File: src/rtl/pdmclk_pkg.sv
package pdmclk_pkg;

  typedef logic [1:0] pre_code_t;
  typedef logic [2:0] dly_code_t;

  // Ratio of a 2-bit prescaler code: code 0..3 divides by 1..4.
  function automatic logic [2:0] pre_ratio(input pre_code_t code);
    return {1'b0, code} + 3'd1;
  endfunction

  // Sampler offset in core periods: code 0..7 maps to -3..+4.
  function automatic logic signed [3:0] smp_offset(input dly_code_t code);
    return $signed({1'b0, code}) - 4'sd3;
  endfunction

endpackage

File: src/rtl/pdmclk_wrapcnt.sv
module pdmclk_wrapcnt #(
  parameter int W = 2
) (
  input  logic         clk,
  input  logic         rst_n,
  input  logic         clr,
  input  logic         adv,
  input  logic [W-1:0] limit,
  output logic [W-1:0] count,
  output logic         wrap
);

  // Wraps at or beyond the limit so a limit lowered mid-count cannot run away.
  assign wrap = adv && (count >= limit);

  always_ff @(posedge clk or negedge rst_n) begin
    if (!rst_n) begin
      count <= '0;
    end else if (clr) begin
      count <= '0;
    end else if (adv) begin
      count <= wrap ? '0 : count + W'(1);
    end
  end

endmodule

File: src/rtl/pdmclk_sampler.sv
module pdmclk_sampler
  import pdmclk_pkg::*;
#(
  parameter int DIV3_W = 8
) (
  input  logic              clk,
  input  logic              rst_n,
  input  logic              clr,
  input  logic              core_tick,
  input  logic              period_wrap,
  input  logic              core_first,
  input  logic              armed,
  input  logic              err,
  input  pre_code_t         div2_code,
  input  logic [DIV3_W-1:0] div3_n,
  input  dly_code_t         dly_code,
  output logic              strobe
);

  localparam int PW  = DIV3_W + 2;
  localparam int NRM = 4;

  logic [PW-1:0]        pos;
  logic [DIV3_W:0]      n_ratio;
  logic [PW:0]          period;
  logic signed [PW+1:0] period_s;
  logic signed [PW+1:0] slot_v;
  logic [PW-1:0]        slot;

  // Core-period index inside the current CKO period, realigned on every wrap.
  always_ff @(posedge clk or negedge rst_n) begin
    if (!rst_n) begin
      pos <= '0;
    end else if (clr || period_wrap) begin
      pos <= '0;
    end else if (core_tick) begin
      pos <= pos + PW'(1);
    end
  end

  assign n_ratio  = {1'b0, div3_n} + (DIV3_W+1)'(1);
  assign period   = (PW+1)'(pre_ratio(div2_code)) * (PW+1)'(n_ratio);
  assign period_s = $signed({1'b0, period});

  // Offset modulo the period; a period of two needs two folds either way.
  always_comb begin
    slot_v = (PW+2)'(smp_offset(dly_code));
    for (int i = 0; i < NRM; i++) begin
      if (slot_v < 0) slot_v = slot_v + period_s;
    end
    for (int i = 0; i < NRM; i++) begin
      if (slot_v >= period_s) slot_v = slot_v - period_s;
    end
    slot = PW'(unsigned'(slot_v));
  end

  assign strobe = core_first && armed && !err && (pos == slot);

endmodule

File: src/rtl/pdmclk_gen.sv
module pdmclk_gen
  import pdmclk_pkg::*;
#(
  parameter int DIV3_W = 8
) (
  input  logic              clk,
  input  logic              rst_n,
  input  logic              enable,
  input  logic [1:0]        div1_code,
  input  logic [1:0]        div2_code,
  input  logic [DIV3_W-1:0] div3_n,
  input  logic [2:0]        smp_dly_code,
  output logic              core_ce,
  output logic              cko_level,
  output logic              cko_rise,
  output logic              smp_strobe,
  output logic              cfg_err
);

  localparam int NSTG = 2;

  pre_code_t         pre_lim  [NSTG];
  pre_code_t         pre_cnt  [NSTG];
  logic              pre_tick [NSTG+1];
  logic [DIV3_W-1:0] n_cnt;
  logic              cko_wrap;
  logic [DIV3_W:0]   hi_len;
  logic              core_first;
  logic              armed;

  assign pre_lim[0]  = div1_code;
  assign pre_lim[1]  = div2_code;
  assign pre_tick[0] = enable;

  // Stage 0 yields the core rate, stage 1 the intermediate rate.
  generate
    for (genvar g = 0; g < NSTG; g++) begin : g_pre
      pdmclk_wrapcnt #(.W(2)) u_cnt (
        .clk   (clk),
        .rst_n (rst_n),
        .clr   (~enable),
        .adv   (pre_tick[g]),
        .limit (pre_lim[g]),
        .count (pre_cnt[g]),
        .wrap  (pre_tick[g+1])
      );
    end
  endgenerate

  pdmclk_wrapcnt #(.W(DIV3_W)) u_div3 (
    .clk   (clk),
    .rst_n (rst_n),
    .clr   (~enable),
    .adv   (pre_tick[NSTG]),
    .limit (div3_n),
    .count (n_cnt),
    .wrap  (cko_wrap)
  );

  // Output is suppressed until one full CKO period has passed.
  always_ff @(posedge clk or negedge rst_n) begin
    if (!rst_n) begin
      armed <= 1'b0;
    end else if (!enable) begin
      armed <= 1'b0;
    end else if (cko_wrap) begin
      armed <= 1'b1;
    end
  end

  assign core_first = enable && (pre_cnt[0] == 2'd0);
  assign hi_len     = ({1'b0, div3_n} + (DIV3_W+1)'(1)) >> 1;

  assign cfg_err   = enable && (div3_n == '0);
  assign core_ce   = core_first;
  assign cko_level = enable && armed && !cfg_err && ({1'b0, n_cnt} < hi_len);
  assign cko_rise  = core_first && armed && !cfg_err &&
                     (n_cnt == '0) && (pre_cnt[1] == 2'd0);

  pdmclk_sampler #(.DIV3_W(DIV3_W)) u_smp (
    .clk         (clk),
    .rst_n       (rst_n),
    .clr         (~enable),
    .core_tick   (pre_tick[1]),
    .period_wrap (cko_wrap),
    .core_first  (core_first),
    .armed       (armed),
    .err         (cfg_err),
    .div2_code   (div2_code),
    .div3_n      (div3_n),
    .dly_code    (smp_dly_code),
    .strobe      (smp_strobe)
  );

endmodule

File: config.mk
export PLATFORM = sky130hd
export DESIGN_NAME = pdmclk_gen
export DESIGN_NICKNAME = d
export VERILOG_FILES = /design/src/rtl/pdmclk_pkg.sv /design/src/rtl/pdmclk_wrapcnt.sv /design/src/rtl/pdmclk_sampler.sv /design/src/rtl/pdmclk_gen.sv
export SDC_FILE = /design/constraint.sdc
export NUM_CORES = 1
export LEC_CHECK = 0
export CORE_MARGIN = 5
export CORE_UTILIZATION = 40
export CTS_CLUSTER_SIZE = 10
export DETAILED_ROUTE_END_ITERATION = 7
export GPL_ROUTABILITY_DRIVEN = 0
export PLACE_DENSITY = 0.53
export SLEW_MARGIN = 20
export SYNTH_ARGS = -nofsm -noshare
export SYNTH_HDL_FRONTEND = slang
export SYNTH_SLANG_ARGS = --single-unit
File: constraint.sdc
create_clock -name clk -period 35.2 [get_ports clk]
set_input_delay 5.28 -clock clk [delete_from_list [all_inputs] [get_ports clk]]
set_output_delay 5.28 -clock clk [all_outputs]
set_load 0.02 [all_outputs]
==> results.toml <==
[critical_path]
cpMostUsedCell = "ha_1"
slowest_delay_ns = 0.70
rr_endpoint = "u_div3.count[5]"
r2r_start = "u_div3.count[0]"
cp_slowest_cell = "a21oi_1"
path_class = "primary input to output pin"
ff2ff_path_depth = 15
cp-end-kind = "output pin"
r2r_setup_slack_ns = 32.26
arrival_ns = 25.47
crit_fanout = 17
worst_setup_path_start_kind = "primary input"
worstPathRequired_ns = 29.92

[clocking]
cts_tree = "done"
postCtsSetupBuffers = 0
numCtsBuffers = 3
cts_resized = 0
clkTransAtPathRegs_ns = 0.06
clock-sinks = 23
cts-htree-levels = 1
cts_hold_buf = 0
clk_latency_ns = 0.25
cts.root.buffer_cell = "clkbuf_16"
clockBufferDepth = 2

[route]
wire_per_inst_um = 17.0
drt_iter0_markers = 473
vias = 7741
drcViolationCount = 0
totalWireLength_um = 23000
drtAntennaViolNets = 0
vias_per_cell = 5.70
drtPass1Iterations = 8

[logic_synthesis]
postSynthCellCount = 1084
yosys-top-cells-count = "ha_1, nand2_1, nor2_1"
syn-num-nets = 1239
synth.most_common_cell = "ha_1"
seq_area_frac_synth_pct = 7.13
synth_warnings = 0
synth_area_per_cell_um2 = 7.44
ys_async_sr_fraction_pct = 100
synth_top_area_cell = "ha_1"
ys_ff_latch = 23
synth.top_cell.area_share_pct = 18.8
synth_area_leaders = "ha_1, dfrtp_1, xnor2_1, nand2_1, a21oi_1"
synth-main-ff-cell = "dfrtp_1"
ys_types = 98
synthesis.area_mm2 = 0.00807
synth_edf_count = 0

[global_routing]
grt.total_usage_pct = 19.4
gr-total-overflow = 0
grt_pass1_vias = 7407
grt_max_degree = 35
grt_pass1_wl_um = 38000
antenna_found_initial = 0

[sta]
finalSetupViolCount = 0
fin_crit_sh_pct = 87.4
rsz0062_at_grt = "no"
fmax_mhz = 32.5
period_minus_slack_ns = 30.75
slew_headroom_pct = 42.3
worst_slack_ns = 4.45
maxSlewViolCount = 0
clock_skew_ns = 0.00159
hold_violations = 0
tightest_slew_ns = 0.862
finalSetupTns_ns = 0

[min_path]
hold_path_class = "register to register"
min_from = "g_pre[0].u_cnt.count[0]"
hold_path_depth = 1
worstHoldEndpoint = "g_pre[0].u_cnt.count[0]"

[cells_and_area]
nets = 1244
final_cell_area_mm2 = 0.00863
syn2layout_area_growth_pct = 6.98
drive_gt1_share_pct = 6.71
n_antenna_cell = 0
final_core_util_pct = 43.1

[place]
dp_hpwl_um = 19000
placed_cell_area_mm2 = 0.00855
pre_cts_slack_ns = 4.69
numPortBuffers = 22

[die]
ioPinCount = 23
fp.coreArea_mm2 = 0.0200
die_y_um = 152
start_util_pct = 40.3
fp-row-count = 52
dieArea_mm2 = 0.0231
die_x_um = 152

[status]
status = "complete, no violations"

[flow_run]
maxCapViolCount = 0
-- layer usage --
metal / GRT usage (%) / wire length (um) / up-vias
met3: 0.626 / 1030 / 25
met5: 0 / 0 / -
li1: - / - / 3945
met4: 3.51 / 335 / 0
met1: 28.0 / 11100 / 3572
met2: 32.6 / 10500 / 199
-- worst max path at each step --
stage | from | to | slack, ns | cells past startpoint
after floorplan | div2_code[0] | smp_strobe | 7.62 | 83
after global placement | div3_n[0] | smp_strobe | 4.88 | 83
after detailed placement | div3_n[0] | smp_strobe | 4.69 | 83
after CTS | div3_n[0] | smp_strobe | 4.63 | 83
after global routing | div3_n[0] | smp_strobe | 2.83 | 84
final | div3_n[0] | smp_strobe | 4.45 | 83
-- logic make-up after synthesis --
group / after synthesis / synth area share [%]
xor gates and xnor gates: 100 / 11.0
DFF: 23 / 7.13
AOI/OAI and AO/OA: 310 / 27.8
and+or+nand+nor: 390 / 23.8
adders and majority gates: 137 / 22.7
buffers and inverters: 107 / 5.29
muxes: 17 / 2.26
-- sequential cells by signal, summed over array words and instances, names as in the netlist --
name,flops
u_smp.pos,10
u_div3.count,8
g_pre.u_cnt.count,4
armed,1
-- metrics by stage --
step	instances	hold slack [ns]
5_1_grt	1358	0.475
6_report	1358	0.429
2_1_floorplan	1084	0.403
3_3_place_gp	1354	0.417
4_1_cts	1358	0.430
3_5_place_dp	1354	0.421
-- worst max-delay path, delay by kind of cell --
| kind | cells | cell delay, ns |
|---|---|---|
| mux | 2 | 0.67 |
| simple gates | 24 | 5.57 |
| buf+inv | 7 | 1.71 |
| fa+ha+maj | 12 | 3.95 |
| xor+xnor | 3 | 0.42 |
| compound gates | 35 | 7.82 |
-- cells in the final DEF, fill, tap and decap left out, types with 8 or more instances in the layout --
| cell | n |
|---|---|
| a21o_1 | 32 |
| a21oi_1 | 78 |
| a31oi_1 | 11 |
| and2_1 | 10 |
| and3_1 | 12 |
| buf_4 | 9 |
| clkdlybuf4s50_1 | 22 |
| dfrtp_1 | 23 |
| fa_1 | 16 |
| ha_1 | 121 |
| inv_1 | 76 |
| mux2_2 | 10 |
| nand2_1 | 106 |
| nand2b_1 | 24 |
| nand3_1 | 31 |
| nand4_1 | 17 |
| nor2_1 | 98 |
| nor2b_1 | 15 |
| nor3_1 | 28 |
| nor4_1 | 8 |
| o211ai_1 | 13 |
| o21a_1 | 15 |
| o21ai_0 | 47 |
| o21ai_1 | 9 |
| or3_1 | 13 |
| xnor2_1 | 64 |
| xor2_1 | 34 |
-- cell type report --
type	count	area, um2
Sequential cell	23	576
Timing Repair Buffer	31	288
Inverter	76	285
Clock buffer	4	78.8
Fill cell	2155	11400
Tap cell	270	338
Multi-Input combinational cell	954	7070
Power is left out: the tool's default activity adds up to more than one toggle a clock period on the data nets, which glitch-free logic cannot reach.
